$ cat config.mk
export PLATFORM = sky130hd
export DESIGN_NAME = priv_trap_unit
export DESIGN_NICKNAME = d
export VERILOG_FILES = /design/src/rtl/trap_pkg.sv /design/src/rtl/trap_vec.sv /design/src/rtl/shadow_ctl.sv /design/src/rtl/priv_trap_unit.sv
export SDC_FILE = /design/constraint.sdc
export NUM_CORES = 1
export LEC_CHECK = 0
export ABC_AREA = 0
export ABC_CLOCK_PERIOD_IN_PS = 14550
export BUFFER_PORTS_ARGS = -buffer_cell sky130_fd_sc_hd__buf_2
export CAP_MARGIN = 20
export CORE_UTILIZATION = 59
export CTS_CLUSTER_DIAMETER = 40
export DETAILED_ROUTE_END_ITERATION = 8
export GPL_ROUTABILITY_DRIVEN = 0
export PLACE_DENSITY = 0.95
export REMOVE_ABC_BUFFERS = 1
export SYNTH_ARGS = -nofsm -noshare
export SYNTH_HDL_FRONTEND = slang
export SYNTH_SLANG_ARGS = --single-unit
$ cat constraint.sdc
create_clock -name clk -period 14.55 [get_ports clk]
set_clock_uncertainty 0.15 [all_clocks]
set_input_delay 0.7275 -clock clk [delete_from_list [all_inputs] [get_ports clk]]
set_output_delay 0.7275 -clock clk [all_outputs]
set_load 0.02 [all_outputs]
$ cat src/rtl/trap_pkg.sv
package trap_pkg;

  typedef enum logic [4:0] {
    FC_NONE    = 5'd0,
    FC_RESET   = 5'd1,
    FC_MCHK    = 5'd2,
    FC_ARITH   = 5'd3,
    FC_INTR    = 5'd4,
    FC_DMISS_N = 5'd5,
    FC_DMISS_O = 5'd6,
    FC_ALIGN   = 5'd7,
    FC_DFAULT  = 5'd8,
    FC_DACV    = 5'd9,
    FC_IMISS   = 5'd10,
    FC_IFAULT  = 5'd11,
    FC_IACV    = 5'd12,
    FC_BADOP   = 5'd13,
    FC_FPOFF   = 5'd14,
    FC_PCALL   = 5'd15,
    FC_IOVF    = 5'd16
  } fault_e;

  localparam int OFF_W = 16;

  // Handler entry offset per fault class; all offsets carry bit 0 = 1.
  function automatic logic [OFF_W-1:0] vec_off(fault_e f);
    case (f)
      FC_RESET:            vec_off = 16'h0001;
      FC_MCHK:             vec_off = 16'h0401;
      FC_ARITH, FC_IOVF:   vec_off = 16'h0501;
      FC_INTR:             vec_off = 16'h0101;
      FC_DMISS_N:          vec_off = 16'h0201;
      FC_DMISS_O:          vec_off = 16'h0281;
      FC_ALIGN:            vec_off = 16'h0301;
      FC_DFAULT, FC_DACV:  vec_off = 16'h0381;
      FC_IMISS, FC_IFAULT: vec_off = 16'h0181;
      FC_IACV:             vec_off = 16'h0081;
      FC_BADOP:            vec_off = 16'h0481;
      FC_FPOFF:            vec_off = 16'h0581;
      FC_PCALL:            vec_off = 16'h2001;
      default:             vec_off = 16'h0000;
    endcase
  endfunction

  // Trap classes that resume after the trapping instruction.
  function automatic logic skips_insn(fault_e f);
    skips_insn = (f == FC_PCALL) || (f == FC_ARITH) || (f == FC_IOVF);
  endfunction

endpackage

$ cat src/rtl/trap_vec.sv
module trap_vec
  import trap_pkg::*;
#(
  parameter int XLEN = 64
) (
  input  logic [XLEN-1:0] base_i,
  input  fault_e          fault_i,
  output logic [XLEN-1:0] target_o,
  output logic            skip_o
);
  localparam int PAD = XLEN - OFF_W;

  always_comb begin
    target_o = base_i + {{PAD{1'b0}}, vec_off(fault_i)};
    skip_o   = skips_insn(fault_i);
  end
endmodule

$ cat src/rtl/shadow_ctl.sv
module shadow_ctl (
  input  logic clk,
  input  logic rst,
  input  logic set_req_i,
  input  logic clr_req_i,
  output logic shadow_o,
  output logic err_o
);
  always_ff @(posedge clk) begin
    if (rst) begin
      shadow_o <= 1'b1;
      err_o    <= 1'b0;
    end else begin
      err_o <= (set_req_i & shadow_o) | (clr_req_i & ~shadow_o);
      if (set_req_i)      shadow_o <= 1'b1;
      else if (clr_req_i) shadow_o <= 1'b0;
    end
  end
endmodule

$ cat src/rtl/priv_trap_unit.sv
module priv_trap_unit
  import trap_pkg::*;
#(
  parameter int              XLEN      = 64,
  parameter int              NREG      = 32,
  parameter logic [NREG-1:0] BANK_MASK = 32'h0200_7F00,
  parameter logic [XLEN-1:0] BASE_RST  = 64'h0000_0000_0001_0000
) (
  input  logic            clk,
  input  logic            rst,
  input  logic [XLEN-1:0] pc_i,
  input  logic [4:0]      fault_i,
  input  logic            trap_i,
  input  logic            ret_i,
  input  logic            base_we_i,
  input  logic [XLEN-1:0] base_wd_i,
  output logic [XLEN-1:0] pc_o,
  output logic [XLEN-1:0] npc_o,
  output logic            redirect_o,
  output logic [XLEN-1:0] ret_addr_o,
  output logic            shadow_o,
  output logic [NREG-1:0] bank_sel_o,
  output logic            err_o,
  output logic            intr_chk_o
);
  localparam logic [XLEN-1:0] STEP     = XLEN'(4);
  localparam logic [XLEN-1:0] RST_PC   = BASE_RST + XLEN'(vec_off(FC_RESET));

  logic [XLEN-1:0] base_q;
  logic [XLEN-1:0] target;
  logic            skip;
  logic            in_priv;
  logic            take;
  logic            do_ret;
  logic            ra_load;
  fault_e          eff_fault;

  // Decode: trap has priority; a return from user mode becomes a bad-opcode trap.
  always_comb begin
    in_priv   = pc_i[0];
    take      = trap_i | (ret_i & ~in_priv);
    do_ret    = ret_i & ~trap_i & in_priv;
    eff_fault = trap_i ? fault_e'(fault_i) : FC_BADOP;
    ra_load   = take & ~((eff_fault == FC_INTR) & in_priv);
  end

  trap_vec #(.XLEN(XLEN)) u_vec (
    .base_i   (base_q),
    .fault_i  (eff_fault),
    .target_o (target),
    .skip_o   (skip)
  );

  shadow_ctl u_shadow (
    .clk       (clk),
    .rst       (rst),
    .set_req_i (take & ~in_priv),
    .clr_req_i (do_ret & ~ret_addr_o[0]),
    .shadow_o  (shadow_o),
    .err_o     (err_o)
  );

  always_ff @(posedge clk) begin
    if (rst) begin
      base_q     <= BASE_RST;
      pc_o       <= RST_PC;
      npc_o      <= RST_PC + STEP;
      ret_addr_o <= '0;
      redirect_o <= 1'b0;
      intr_chk_o <= 1'b0;
    end else begin
      redirect_o <= take | do_ret;
      intr_chk_o <= do_ret;
      if (base_we_i) base_q <= base_wd_i;
      if (take) begin
        pc_o  <= target;
        npc_o <= target + STEP;
        if (ra_load) ret_addr_o <= skip ? pc_i + STEP : pc_i;
      end else if (do_ret) begin
        pc_o  <= ret_addr_o;
        npc_o <= ret_addr_o + STEP;
      end
    end
  end

  // Fixed banked subset, one select per architectural register.
  for (genvar g = 0; g < NREG; g++) begin : g_bank
    if (BANK_MASK[g]) begin : g_on
      assign bank_sel_o[g] = shadow_o;
    end else begin : g_off
      assign bank_sel_o[g] = 1'b0;
    end
  end

endmodule

# [After elaboration in Yosys (flattened, before gate mapping)]
# Memories as Yosys holds them, arrays and structs flattened.
# Cells that the tools add are included.
[word_totals] romBits=192 word_cells=45 output_inout_bits=228 in_bits=138 register_bits=260 mem_count=1
[mem_list] name="(no name shown)" words=32 word_bits=6 rd=1 rd_ports_with_merged_regs=0 wr=0 line="trap_pkg.sv:27" rtl="case (f)"
[classes] bitwise_logic=17 n_reduce_logical=5 addsub=4 eq_ne=4 n_mux=6
[ops] cell="64-bit 2-to-1 mux" count=5
[ops] cell="64-bit by 3-bit adder with 64-bit output (second input constant)" count=3
[ops] cell="64-bit by 16-bit adder with 64-bit output" count=1
[ops] cell="1-bit bitwise AND" count=9
[ops] cell="5-bit by 2-bit equality test with 1-bit output (second input constant)" count=1
[ops] cell="5-bit by 3-bit equality test with 1-bit output (second input constant)" count=1
[ops] cell="5-bit by 4-bit equality test with 1-bit output (second input constant)" count=1
[ops] cell="5-bit equality test (second input constant)" count=1
[ops] cell="5-bit 2-to-1 mux" count=1
[ops] cell="1-bit inverter" count=5
[ops] cell="1-bit OR" count=3
[ops] cell="1-bit logical OR" count=2
[ops] cell="2-bit AND reduction" count=1
[ops] cell="2-bit nonzero test" count=1
[ops] cell="2-bit OR reduction" count=1

# [Logic depth before layout (Yosys ltp)]
# Gate-level depths: netlist (run 1).
[logic_depth] word_depth=6 ltp_mapped=23 ltp_nobuf=19

# [By module]
# Synthesis (run 1) repeated with hierarchy kept, for this count alone.
[hier_totals] hier_cells=1841 area_unflattened_um2=15034.4
[by_module_without_submodules] module="priv_trap_unit" area_per_inst_um2=13038.8 instances=1 cells_each=1556 seq_area_each_um2=5124.9
[by_module_without_submodules] module="trap_vec" area_per_inst_um2=1929.4 instances=1 cells_each=278 seq_area_each_um2=0.0
[by_module_without_submodules] module="shadow_ctl" area_per_inst_um2=66.3 instances=1 cells_each=7 seq_area_each_um2=40.0

# [Least setup slack after synthesis (run 1)]
# No wires, ideal clock.
[synth_timing] path_kind="input-to-reg" from="input trap_i" to="register npc_o[60]" setup_time_ns=0.118 cell_stages=22 arrival_ns=5.642 n_path_buf=10 slack_ns=8.641 cell_sequence="or2_2 -> nand2_1 -> buf_2 -> buf_2 -> buf_2 -> buf_1 -> buf_2 -> clkbuf_1 -> buf_2 -> buf_1 -> nand2_1 -> o21ai_0 -> ha_1 -> nand2_1 -> or3_1 -> clkbuf_1 -> nor4_1 -> nand2_1 -> or4_1 -> buf_2 -> or3_1 -> o2111a_1"
[synth_via] elab_chain_cells=5
[synth_lines] element="start: declaration" line="priv_trap_unit.sv:13" rtl="input logic trap_i,"
[synth_lines] element="5-bit 2-to-1 mux" line="priv_trap_unit.sv:43" rtl="eff_fault = trap_i ? fault_e'(fault_i) : FC_BADOP;"
[synth_lines] element="memory read 32 x 6 bit"
[synth_lines] element="64-bit by 16-bit adder with 64-bit output" line="trap_vec.sv:14" rtl="target_o = base_i + {{PAD{1'b0}}, vec_off(fault_i)};"
[synth_lines] element="64-bit by 3-bit adder with 64-bit output" line="priv_trap_unit.sv:77" rtl="npc_o <= target + STEP;"
[synth_lines] element="64-bit 2-to-1 mux" line="priv_trap_unit.sv:75" rtl="if (take) begin"
[synth_lines] element="end signal: assignment" line="priv_trap_unit.sv:67" rtl="npc_o <= RST_PC + STEP;"
[synth_lines] element="end signal: assignment" line="priv_trap_unit.sv:77"
[synth_lines] element="end signal: assignment" line="priv_trap_unit.sv:81" rtl="npc_o <= ret_addr_o + STEP;"
[synth_lines] element="end: declaration" line="priv_trap_unit.sv:18" rtl="output logic [XLEN-1:0] npc_o,"
# Parallel ways exist; a longest one is shown, timed or not.
# A chain may end at the register's enable or synchronous reset.

# [Worst setup path in the final report (run 1)]
[layout_timing] from="input trap_i" to="register npc_o[57]"
# The elaborated chain is that of the path after synthesis.

==> impl_summary.log, run 1 <==
INFO  metric clk_transition_reported_paths = around 0.060 ns
INFO  metric worstPathMaxFanout = 20
INFO  metric synth_enable_flop_cells = 0
INFO  metric synth_flop_cell = sky130_fd_sc_hd__dfxtp_1
INFO  metric synth_cell_types = 84
INFO  metric setup_viol_count_final = 0
INFO  metric antenna_found_initial = 9
INFO  metric ir_drop = 0.124 mV
INFO  metric synth_seq_cells = around 260
INFO  metric final_cells = 2501
INFO  metric floorplan.die.width = 160 um
INFO  metric dp_worst_setup_slack = between 8 and 9 ns
INFO  metric grt_max_degree = slightly above 90
INFO  metric synth_cells = 1883
INFO  metric clock-root-buffer = sky130_fd_sc_hd__clkbuf_16
INFO  metric drt_antenna_net_count = 0
INFO  metric syn_to_final_growth = 19.9%
INFO  metric cts.htree.levels = 2
INFO  metric timing.max_cap.violations = 0
INFO  metric post_cts_buffers = 0
INFO  metric detailedRoute.firstPassIterationCount = 9
INFO  metric timing.critical_path.from = trap_i
INFO  metric holdCritPathClass = reg -> reg
INFO  metric critical_setup_path_kind = in -> reg
INFO  metric global_route.usage.total = approximately two fifths
INFO  metric power.density_cell_area = 121 mW/mm^2
INFO  metric grt_overflow = 0
INFO  metric most_common_library_cell_in_the_layout_ignoring_fill_and_taps = sky130_fd_sc_hd__buf_2
INFO  metric finalHoldViolCount = 0
INFO  metric total_via_count_after_detailed_routing = approximately 16000
INFO  metric asyncSetResetFlopFracSynth = 0%
INFO  metric fmaxAchievable = 0.163 GHz
INFO  metric worstRegToRegCells = 13
INFO  metric period_share = between 40% and 50%
INFO  metric port_buffers = ~340
INFO  metric r2r-end = npc_o[57]
INFO  metric worst_slew_margin_rel = roughly a quarter
INFO  metric drt-wirelength-per-cell = between 20 and 25 um
INFO  metric route.detailed.drc = 0
INFO  metric placedCellCount = 2428
INFO  metric worstSetupStartpointType = input port
INFO  metric finalCoreUtilization = just over 70%
INFO  metric yosysWarningCount = 0
INFO  metric endpoint_kind = flop
INFO  metric detailed_route_wire_length = 50100 um
INFO  metric viasPerCell = around 6.4
INFO  metric clock_sinks = approximately 260
INFO  metric design.die.area = between 0.02 and 0.03 sq mm
INFO  metric hold_buffers = 0
INFO  metric register_to_register_path_setup_slack = 9.40 ns
INFO  metric grt_first_pass_wirelength = 78800 um
INFO  metric post_synth_instance_area = ~0.015 sq mm
INFO  metric unrepaired_setup_endpoints_after_global_routing = false
INFO  metric crit-reg2reg-launch = base_q[0]
INFO  metric final_number_of_max_transition_violations = 0
INFO  metric clock_tree_from_tritoncts = yes
INFO  metric nets_final = between 2000 and 2500
INFO  metric final_critical_path_time_including_i_o_delays_and_setup = between 6 and 7 ns
INFO  metric dp_hpwl = approximately 35000 um
INFO  metric cts_buffer_depth = 3
INFO  metric first_global_vias = ~15000
INFO  metric die_y = ~160 um
INFO  metric final_critical_path_setup_slack = ~8.4 ns
INFO  metric io-pin-count = 366
INFO  metric total_of_cells_resized_after_clock_tree_synthesis = 0
INFO  metric highest_count_cells_in_the_layout_ignoring_fill_and_taps = sky130_fd_sc_hd__buf_2, sky130_fd_sc_hd__nor2_1, sky130_fd_sc_hd__dfxtp_1, sky130_fd_sc_hd__nand2_1, sky130_fd_sc_hd__a21oi_1
INFO  metric synth.yosys.seq_area_share = a little over a third
INFO  metric setup-tns-final = 0 ns
INFO  metric tritoncts.num_buffers = 37
INFO  metric initial_core_util = a little over 60%
INFO  metric worst_pin_slew = around 1.1 ns
INFO  metric drc_marker_count_from_the_first_detailed_route_iteration = between 2000 and 2500
INFO  metric clock_latency = between 0.5 and 0.6 ns
INFO  metric core.rowCount = 57
INFO  metric worst_setup_path_endpoint = npc_o[57]
INFO  metric synth_area_per_cell = roughly 7.8 sq um
INFO  metric p_leak = 7.29 nW
INFO  metric coreArea = approximately 0.024 sq mm
INFO  metric cp.arrival = approximately 6.4 ns
INFO  metric status = finished clean
INFO  metric layout-drive-gt1-share = 21.2%
INFO  metric required_worst_endpoint = 14.81 ns
[kinds of logic (layout without fill, tap and decap cells)]
logic type	count (synthesis)	count (layout)	synth area share (%)
AOI/OAI and AO/OA	383	383	17.7
xor gates and xnor gates	132	132	7.83
and+or+nand+nor	840	840	27.7
muxes	77	77	5.23
buffers and inverters	182	448	5.69
other	1	29	0.0254
DFF	258	258	35.0
adders and majority gates	10	10	0.847
[state kept, by name, indices dropped and copies added (netlist names)]
signal / cells
intr_chk_o: 1
npc_o: 62
pc_o: 64
u_shadow.err_o: 1
base_q: 64
u_shadow.shadow_o: 1
redirect_o: 1
ret_addr_o: 64
[synth_stat cells (10+ instances only)]
cell type,count,share of area [%]
sky130_fd_sc_hd__a211oi_1,93,4.7
sky130_fd_sc_hd__and3_1,20,0.85
sky130_fd_sc_hd__inv_1,25,0.64
sky130_fd_sc_hd__o21ai_0,55,1.9
sky130_fd_sc_hd__buf_2,18,0.61
sky130_fd_sc_hd__buf_4,36,1.8
sky130_fd_sc_hd__nor3b_1,10,0.51
sky130_fd_sc_hd__buf_1,24,0.61
sky130_fd_sc_hd__nor4_1,45,1.9
sky130_fd_sc_hd__nand3_1,61,2.1
sky130_fd_sc_hd__and2_1,10,0.42
sky130_fd_sc_hd__nor3_1,55,1.9
sky130_fd_sc_hd__ha_1,10,0.85
sky130_fd_sc_hd__a21oi_1,109,3.7
sky130_fd_sc_hd__clkbuf_1,79,2.0
sky130_fd_sc_hd__or3_1,30,1.3
sky130_fd_sc_hd__mux2i_1,75,5.1
sky130_fd_sc_hd__nor2_1,290,7.4
sky130_fd_sc_hd__a31oi_1,13,0.55
sky130_fd_sc_hd__xnor2_1,79,4.7
sky130_fd_sc_hd__xor2_1,53,3.1
sky130_fd_sc_hd__a311oi_1,16,0.95
sky130_fd_sc_hd__nand2_1,207,5.3
sky130_fd_sc_hd__o21a_1,11,0.56
sky130_fd_sc_hd__dfxtp_1,258,35
sky130_fd_sc_hd__nand4_1,37,1.6
sky130_fd_sc_hd__nand2b_1,10,0.42
[area by class of cell]
class / instances / area [sq um]
diodes: 5 / 12.5
clock buffers: 44 / 995
clock inverters: 24 / 318
fillers: 1782 / 6760
inverters: 25 / 93.8
multi-input cells: 1466 / 8900
flip-flops and latches: 258 / 5160
well taps: 324 / 405
repair buffers: 355 / 1820
[how the worst min path moves through the flow]
stage | endpoint | slack [ns] | depth (start not counted) | start
final | npc_o[8] | 0.30 | 2 | npc_o[8]
after floorplan | base_q[0] | 0.32 | 2 | base_q[0]
after detailed placement | npc_o[10] | 0.29 | 2 | npc_o[10]
after global placement | pc_o[13] | 0.29 | 2 | pc_o[13]
after CTS | base_q[58] | 0.29 | 3 | base_wd_i[58]
after global routing | base_q[8] | 0.31 | 3 | base_wd_i[8]
[critical path, cell delays in order]
cell,delay [ns]
sky130_fd_sc_hd__buf_2,0.25
sky130_fd_sc_hd__nor2b_1,0.18
sky130_fd_sc_hd__ha_1,0.20
sky130_fd_sc_hd__nand2b_1,0.11
sky130_fd_sc_hd__o21a_1,0.22
sky130_fd_sc_hd__o21ai_0,0.18
sky130_fd_sc_hd__ha_1,0.30
sky130_fd_sc_hd__ha_1,0.36
sky130_fd_sc_hd__nand2_1,0.22
sky130_fd_sc_hd__or4_1,0.55
sky130_fd_sc_hd__mux2_2,0.24
sky130_fd_sc_hd__a211oi_1,0.06
sky130_fd_sc_hd__or2_2,0.41
sky130_fd_sc_hd__nor4b_1,0.73
sky130_fd_sc_hd__nand4_1,0.59
sky130_fd_sc_hd__nor4_2,0.34
sky130_fd_sc_hd__buf_4,0.31
sky130_fd_sc_hd__nand2_1,0.12
sky130_fd_sc_hd__a211o_1,0.28
[stage by stage]
| stage | power [W] | hold WS, ns | cell area, sq um |
|---|---|---|---|
| 2_1_floorplan | 0.00104 | 0.317 | 14100 |
| 3_3_place_gp | 0.00117 | 0.288 | 16400 |
| 3_5_place_dp | 0.00118 | 0.290 | 16400 |
| 4_1_cts | 0.00213 | 0.294 | 17700 |
| 5_1_grt | 0.00221 | 0.307 | 17700 |
| 6_report | 0.00214 | 0.298 | 17700 |
[power breakdown]
| part | switching [W] | internal (W) | total, W |
|---|---|---|---|
| registers | 0.0000536 | 0.000761 | 0.000815 |
| logic | 0.000240 | 0.000126 | 0.000366 |
| clock network | 0.000362 | 0.000594 | 0.000956 |
[layer usage]
metal / vias to the layer above / GRT usage [%] / share of wire (%)
met4: 8 / 22.7 / 6.3
met3: 285 / 9.45 / 12
met5: - / 0 / 0.086
met1: 7365 / 47.1 / 37
li1: 7221 / - / -
met2: 1248 / 59.8 / 45
(Power assumes the default switching activity.)
==> inputs of run 2 (changes only) <==
ABC_AREA = 1   (was 0)
ABC_CLOCK_PERIOD_IN_PS = 5600   (was 14550)
CORE_UTILIZATION = 50   (was 59)
PLACE_DENSITY = 0.88   (was 0.95)
clock period = 5.6 ns   (was 14.55 ns; I/O delays follow)
==> impl_summary.log, run 2 <==
INFO  metric unrepaired_setup_endpoints_after_global_routing = false
INFO  metric io-pin-count = 366 (unchanged)
INFO  metric post_synth_xor_xnor_area = 2.62% (-5.2 points)
INFO  metric post_synth_instance_area = 0.0167 sq mm (+13%)
INFO  metric r2r-end = npc_o[43]
INFO  metric final_number_of_max_transition_violations = 0 (unchanged)
INFO  metric drt_antenna_net_count = 0 (unchanged)
INFO  metric clock-root-buffer = sky130_fd_sc_hd__clkbuf_16
INFO  metric endpoint_kind = flop
INFO  metric final_critical_path_time_including_i_o_delays_and_setup = 4.14 ns
INFO  metric synthSimpleGateAreaFrac = 40.3% (+13 points)
INFO  metric total_via_count_after_detailed_routing = 20100 (+25%)
INFO  metric post_cts_buffers = 0 (unchanged)
INFO  metric floorplan.die.width = 185 um (+15%)
INFO  metric fmaxAchievable = about 0.24 GHz
INFO  metric drc_marker_count_from_the_first_detailed_route_iteration = 2327 (+1.1%)
INFO  metric register_to_register_path_setup_slack = 2.06 ns (-7.34 ns)
INFO  metric detailed_route_wire_length = 61600 um (+23%)
INFO  metric reg_top3 = base_q (64), pc_o (64), ret_addr_o (64)
INFO  metric synth_seq_cells = 258 (unchanged)
INFO  metric worstPathMaxFanout = 7 (-65%)
INFO  metric synth.yosys.seq_area_share = 31.0% (-4.0 points)
INFO  metric global_route.usage.total = 35.6% (-2.5 points)
INFO  metric clk_transition_reported_paths = 0.06 ns (about the same)
INFO  metric clock_sinks = 258 (unchanged)
INFO  metric synthDominantAreaCellType = sky130_fd_sc_hd__dfxtp_1
INFO  metric route.detailed.drc = 0 (unchanged)
INFO  metric finalHoldWorstSlack = -0.00124 ns (-0.299 ns)
INFO  metric synth_cells = 2771 (+47%)
INFO  metric worstRegToRegCells = 19 (+6)
INFO  metric coreArea = 0.0327 sq mm (+34%)
INFO  metric asyncSetResetFlopFracSynth = 0% (unchanged)
INFO  metric clock_latency = 0.54 ns (+0.02 ns)
INFO  metric synth.mux.area_fraction = 0% (-5.2 points)
INFO  metric fin_total_pwr = 0.00581 W (+170%)
INFO  metric cp.arrival = 4.42 ns (-1.99 ns)
INFO  metric core.rowCount = 66 (+16%)
INFO  metric die_y = 185 um (+15%)
INFO  metric p_leak = 10.2 nW (+39%)
INFO  metric cts_buffer_depth = 3 (unchanged)
INFO  metric synth_cell_types = 57 (-32%)
INFO  metric required_worst_endpoint = 5.88 ns (-8.93 ns)
INFO  metric most_common_library_cell_in_the_layout_ignoring_fill_and_taps = sky130_fd_sc_hd__nand2_1
INFO  metric grt_overflow = 0 (unchanged)
INFO  metric timing.max_cap.violations = 0 (unchanged)
INFO  metric setup-tns-final = 0 ns (unchanged)
INFO  metric status = finished with violations
INFO  metric viasPerCell = 5.54 (-14%)
INFO  metric yosysWarningCount = 0 (unchanged)
INFO  metric synth_area_per_cell = 6.02 sq um (-23%)
INFO  metric ir_drop = 0.175 mV (+41%)
INFO  metric design.die.area = 0.0341 sq mm (+33%)
INFO  metric first_global_vias = 18100 (+20%)
INFO  metric synth_enable_flop_cells = 0 (unchanged)
INFO  metric finalHoldViolCount = 1 (+1)
INFO  metric ys_top_cells_by_area = sky130_fd_sc_hd__dfxtp_1, sky130_fd_sc_hd__nand2_1, sky130_fd_sc_hd__nor2_1, sky130_fd_sc_hd__inv_1, sky130_fd_sc_hd__o21ai_0
INFO  metric antenna_found_initial = 0 (-9)
INFO  metric worst_slew_margin_rel = 35.7% (+11 points)
INFO  metric fraction_of_the_mapped_netlist_area_in_adder_cells = 0.750% (-0.097 points)
INFO  metric cts.htree.levels = 2 (unchanged)
INFO  metric synth_commonest_cells = sky130_fd_sc_hd__nand2_1, sky130_fd_sc_hd__nor2_1, sky130_fd_sc_hd__inv_1, sky130_fd_sc_hd__dfxtp_1, sky130_fd_sc_hd__o21ai_0
INFO  metric initial_core_util = 51.0% (-9.4 points)
INFO  metric period_share = 74.0%
INFO  metric failed_checks = hold timing
INFO  metric synth_most_common_cell = sky130_fd_sc_hd__nand2_1
INFO  metric syn_to_final_growth = 23.8%
INFO  metric worst_pin_slew = 0.965 ns (-0.169 ns)
INFO  metric detailedRoute.firstPassIterationCount = 6 (-3)
INFO  metric clock_tree_from_tritoncts = yes
INFO  metric synth_top_area_share = 31.0% (-4.0 points)
INFO  metric power.density_cell_area = 281 mW/mm^2 (+130%)
INFO  metric timing.critical_path.from = trap_i
INFO  metric nets_final = 3298 (+44%)
INFO  metric worstSetupStartpointType = input port
INFO  metric grt_first_pass_wirelength = 94600 um (+20%)
INFO  metric holdCritPathClass = in -> reg
INFO  metric worst_setup_path_endpoint = npc_o[43]
INFO  metric drt-wirelength-per-cell = 17.0 um (-15%)
INFO  metric largest_family_of_logic_cells_by_synthesized_area = simple AND/OR/NAND/NOR gates
INFO  metric critical_setup_path_kind = in -> reg
INFO  metric layout-drive-gt1-share = 16.1% (-5.2 points)
INFO  metric highest_count_cells_in_the_layout_ignoring_fill_and_taps = sky130_fd_sc_hd__nand2_1, sky130_fd_sc_hd__nor2_1, sky130_fd_sc_hd__inv_1, sky130_fd_sc_hd__buf_2, sky130_fd_sc_hd__dfxtp_1
INFO  metric dp_hpwl = 46700 um (+32%)
INFO  metric grt_max_degree = 72 (-22%)
INFO  metric synth_compound_gate_area_share = 13.0% (-4.7 points)
INFO  metric setup_viol_count_final = 0 (unchanged)
INFO  metric port_buffers = 341 (unchanged)
INFO  metric synth_flop_cell = sky130_fd_sc_hd__dfxtp_1
INFO  metric crit-reg2reg-launch = base_q[10]
INFO  metric tritoncts.num_buffers = 38 (+2.7%)
INFO  metric num_antenna_cells = 0 (-5)
[run 2: cell count changes in the layout (fill, tap and decap cells not counted), moves of 24 or more]
cell,before,now
sky130_fd_sc_hd__nand2_1,206,816
sky130_fd_sc_hd__inv_1,25,357
sky130_fd_sc_hd__o21ai_0,55,209
sky130_fd_sc_hd__nand3_1,61,190
sky130_fd_sc_hd__a211oi_1,93,2
sky130_fd_sc_hd__nor2_1,289,380
sky130_fd_sc_hd__dlygate4sd3_1,0,83
sky130_fd_sc_hd__mux2i_1,75,0
sky130_fd_sc_hd__xnor2_1,79,17
sky130_fd_sc_hd__nor4_1,44,14
sky130_fd_sc_hd__or3_1,30,0
sky130_fd_sc_hd__nor3_1,55,31
[run 2: cell type report]
cell class | count | area, sq um
Fill cell | 2981 | 12000
Multi-Input combinational cell | 2045 | 9580
Sequential cell | 258 | 5160
Timing Repair Buffer | 434 | 2610
Inverter | 373 | 1410
Clock buffer | 44 | 1050
Tap cell | 442 | 553
Clock inverter | 26 | 287
[run 2: how the worst min path moves through the flow]
stage	from	end	slack, ns	cells after the start
final	base_wd_i[20]	base_q[20]	-0.001	3
after global routing	base_wd_i[18]	base_q[18]	0.02	3
after CTS	pc_i[16]	ret_addr_o[16]	0.001	4
after detailed placement	npc_o[38]	npc_o[38]	0.29	2
after global placement	npc_o[2]	npc_o[2]	0.28	1
after floorplan	rst	ret_addr_o[53]	0.20	1
[run 2: logic make-up after synthesis]
logic type,after synthesis
AOI/OAI and AO/OA,392
xor gates and xnor gates,50
adders and majority gates,10
buffers and inverters,491
DFF,258
other,1
and+or+nand+nor,1569
[run 2: timing repair]
item	CTS	global route
hold buffers	83	0
resized for setup	0	0
endpoints found under the hold margin	82	0
setup endpoints to repair	0	0
[run 2: worst max-delay path, stage by stage]
cell and delay (ns):
sky130_fd_sc_hd__buf_2 0.15, sky130_fd_sc_hd__inv_4 0.08, sky130_fd_sc_hd__nor2_1 0.21, sky130_fd_sc_hd__ha_1 0.27, sky130_fd_sc_hd__a221o_1 0.35, sky130_fd_sc_hd__a21oi_1 0.17, sky130_fd_sc_hd__ha_1 0.32, sky130_fd_sc_hd__nand2_1 0.09
sky130_fd_sc_hd__nand2_1 0.09, sky130_fd_sc_hd__a21oi_1 0.18, sky130_fd_sc_hd__nand2_1 0.18, sky130_fd_sc_hd__nand2_1 0.12, sky130_fd_sc_hd__nand2_1 0.14, sky130_fd_sc_hd__nand2_1 0.09, sky130_fd_sc_hd__nand2_1 0.06, sky130_fd_sc_hd__a21oi_2 0.30
sky130_fd_sc_hd__inv_1 0.14, sky130_fd_sc_hd__nor2_1 0.16, sky130_fd_sc_hd__nand2_1 0.13, sky130_fd_sc_hd__nor2_1 0.23, sky130_fd_sc_hd__nand3_2 0.16, sky130_fd_sc_hd__nor2_4 0.24, sky130_fd_sc_hd__inv_2 0.06, sky130_fd_sc_hd__o21ai_1 0.13
sky130_fd_sc_hd__nand3_1 0.08
[run 2: where the power goes]
group          leakage, nW  internal (W)  switching, W
combinational         7.37      0.000364      0.000823
clock                0.651       0.00152      0.000979
sequential            2.14       0.00199      0.000137
[run 2: per-layer routing]
layer  share of wire, %  global-route usage (%)
met1                 39                    46.9
met2                 43                    56.7
met3                 13                    6.07
met4                4.8                    16.0
met5                  0                       0
[run 2: through the flow]
step / utilization, % / setup WS [ns] / cells / area (sq um)
after detailed placement: 56.5 / 1.11 / 3469 / 18500
final: 63.2 / 1.46 / 3622 / 20700
after floorplan: - / 0.00816 / 2676 / 16100
after global routing: 63.2 / 1.19 / 3622 / 20700
after global placement: 56.5 / 1.26 / 3469 / 18500
after CTS: 63.2 / 1.65 / 3622 / 20700
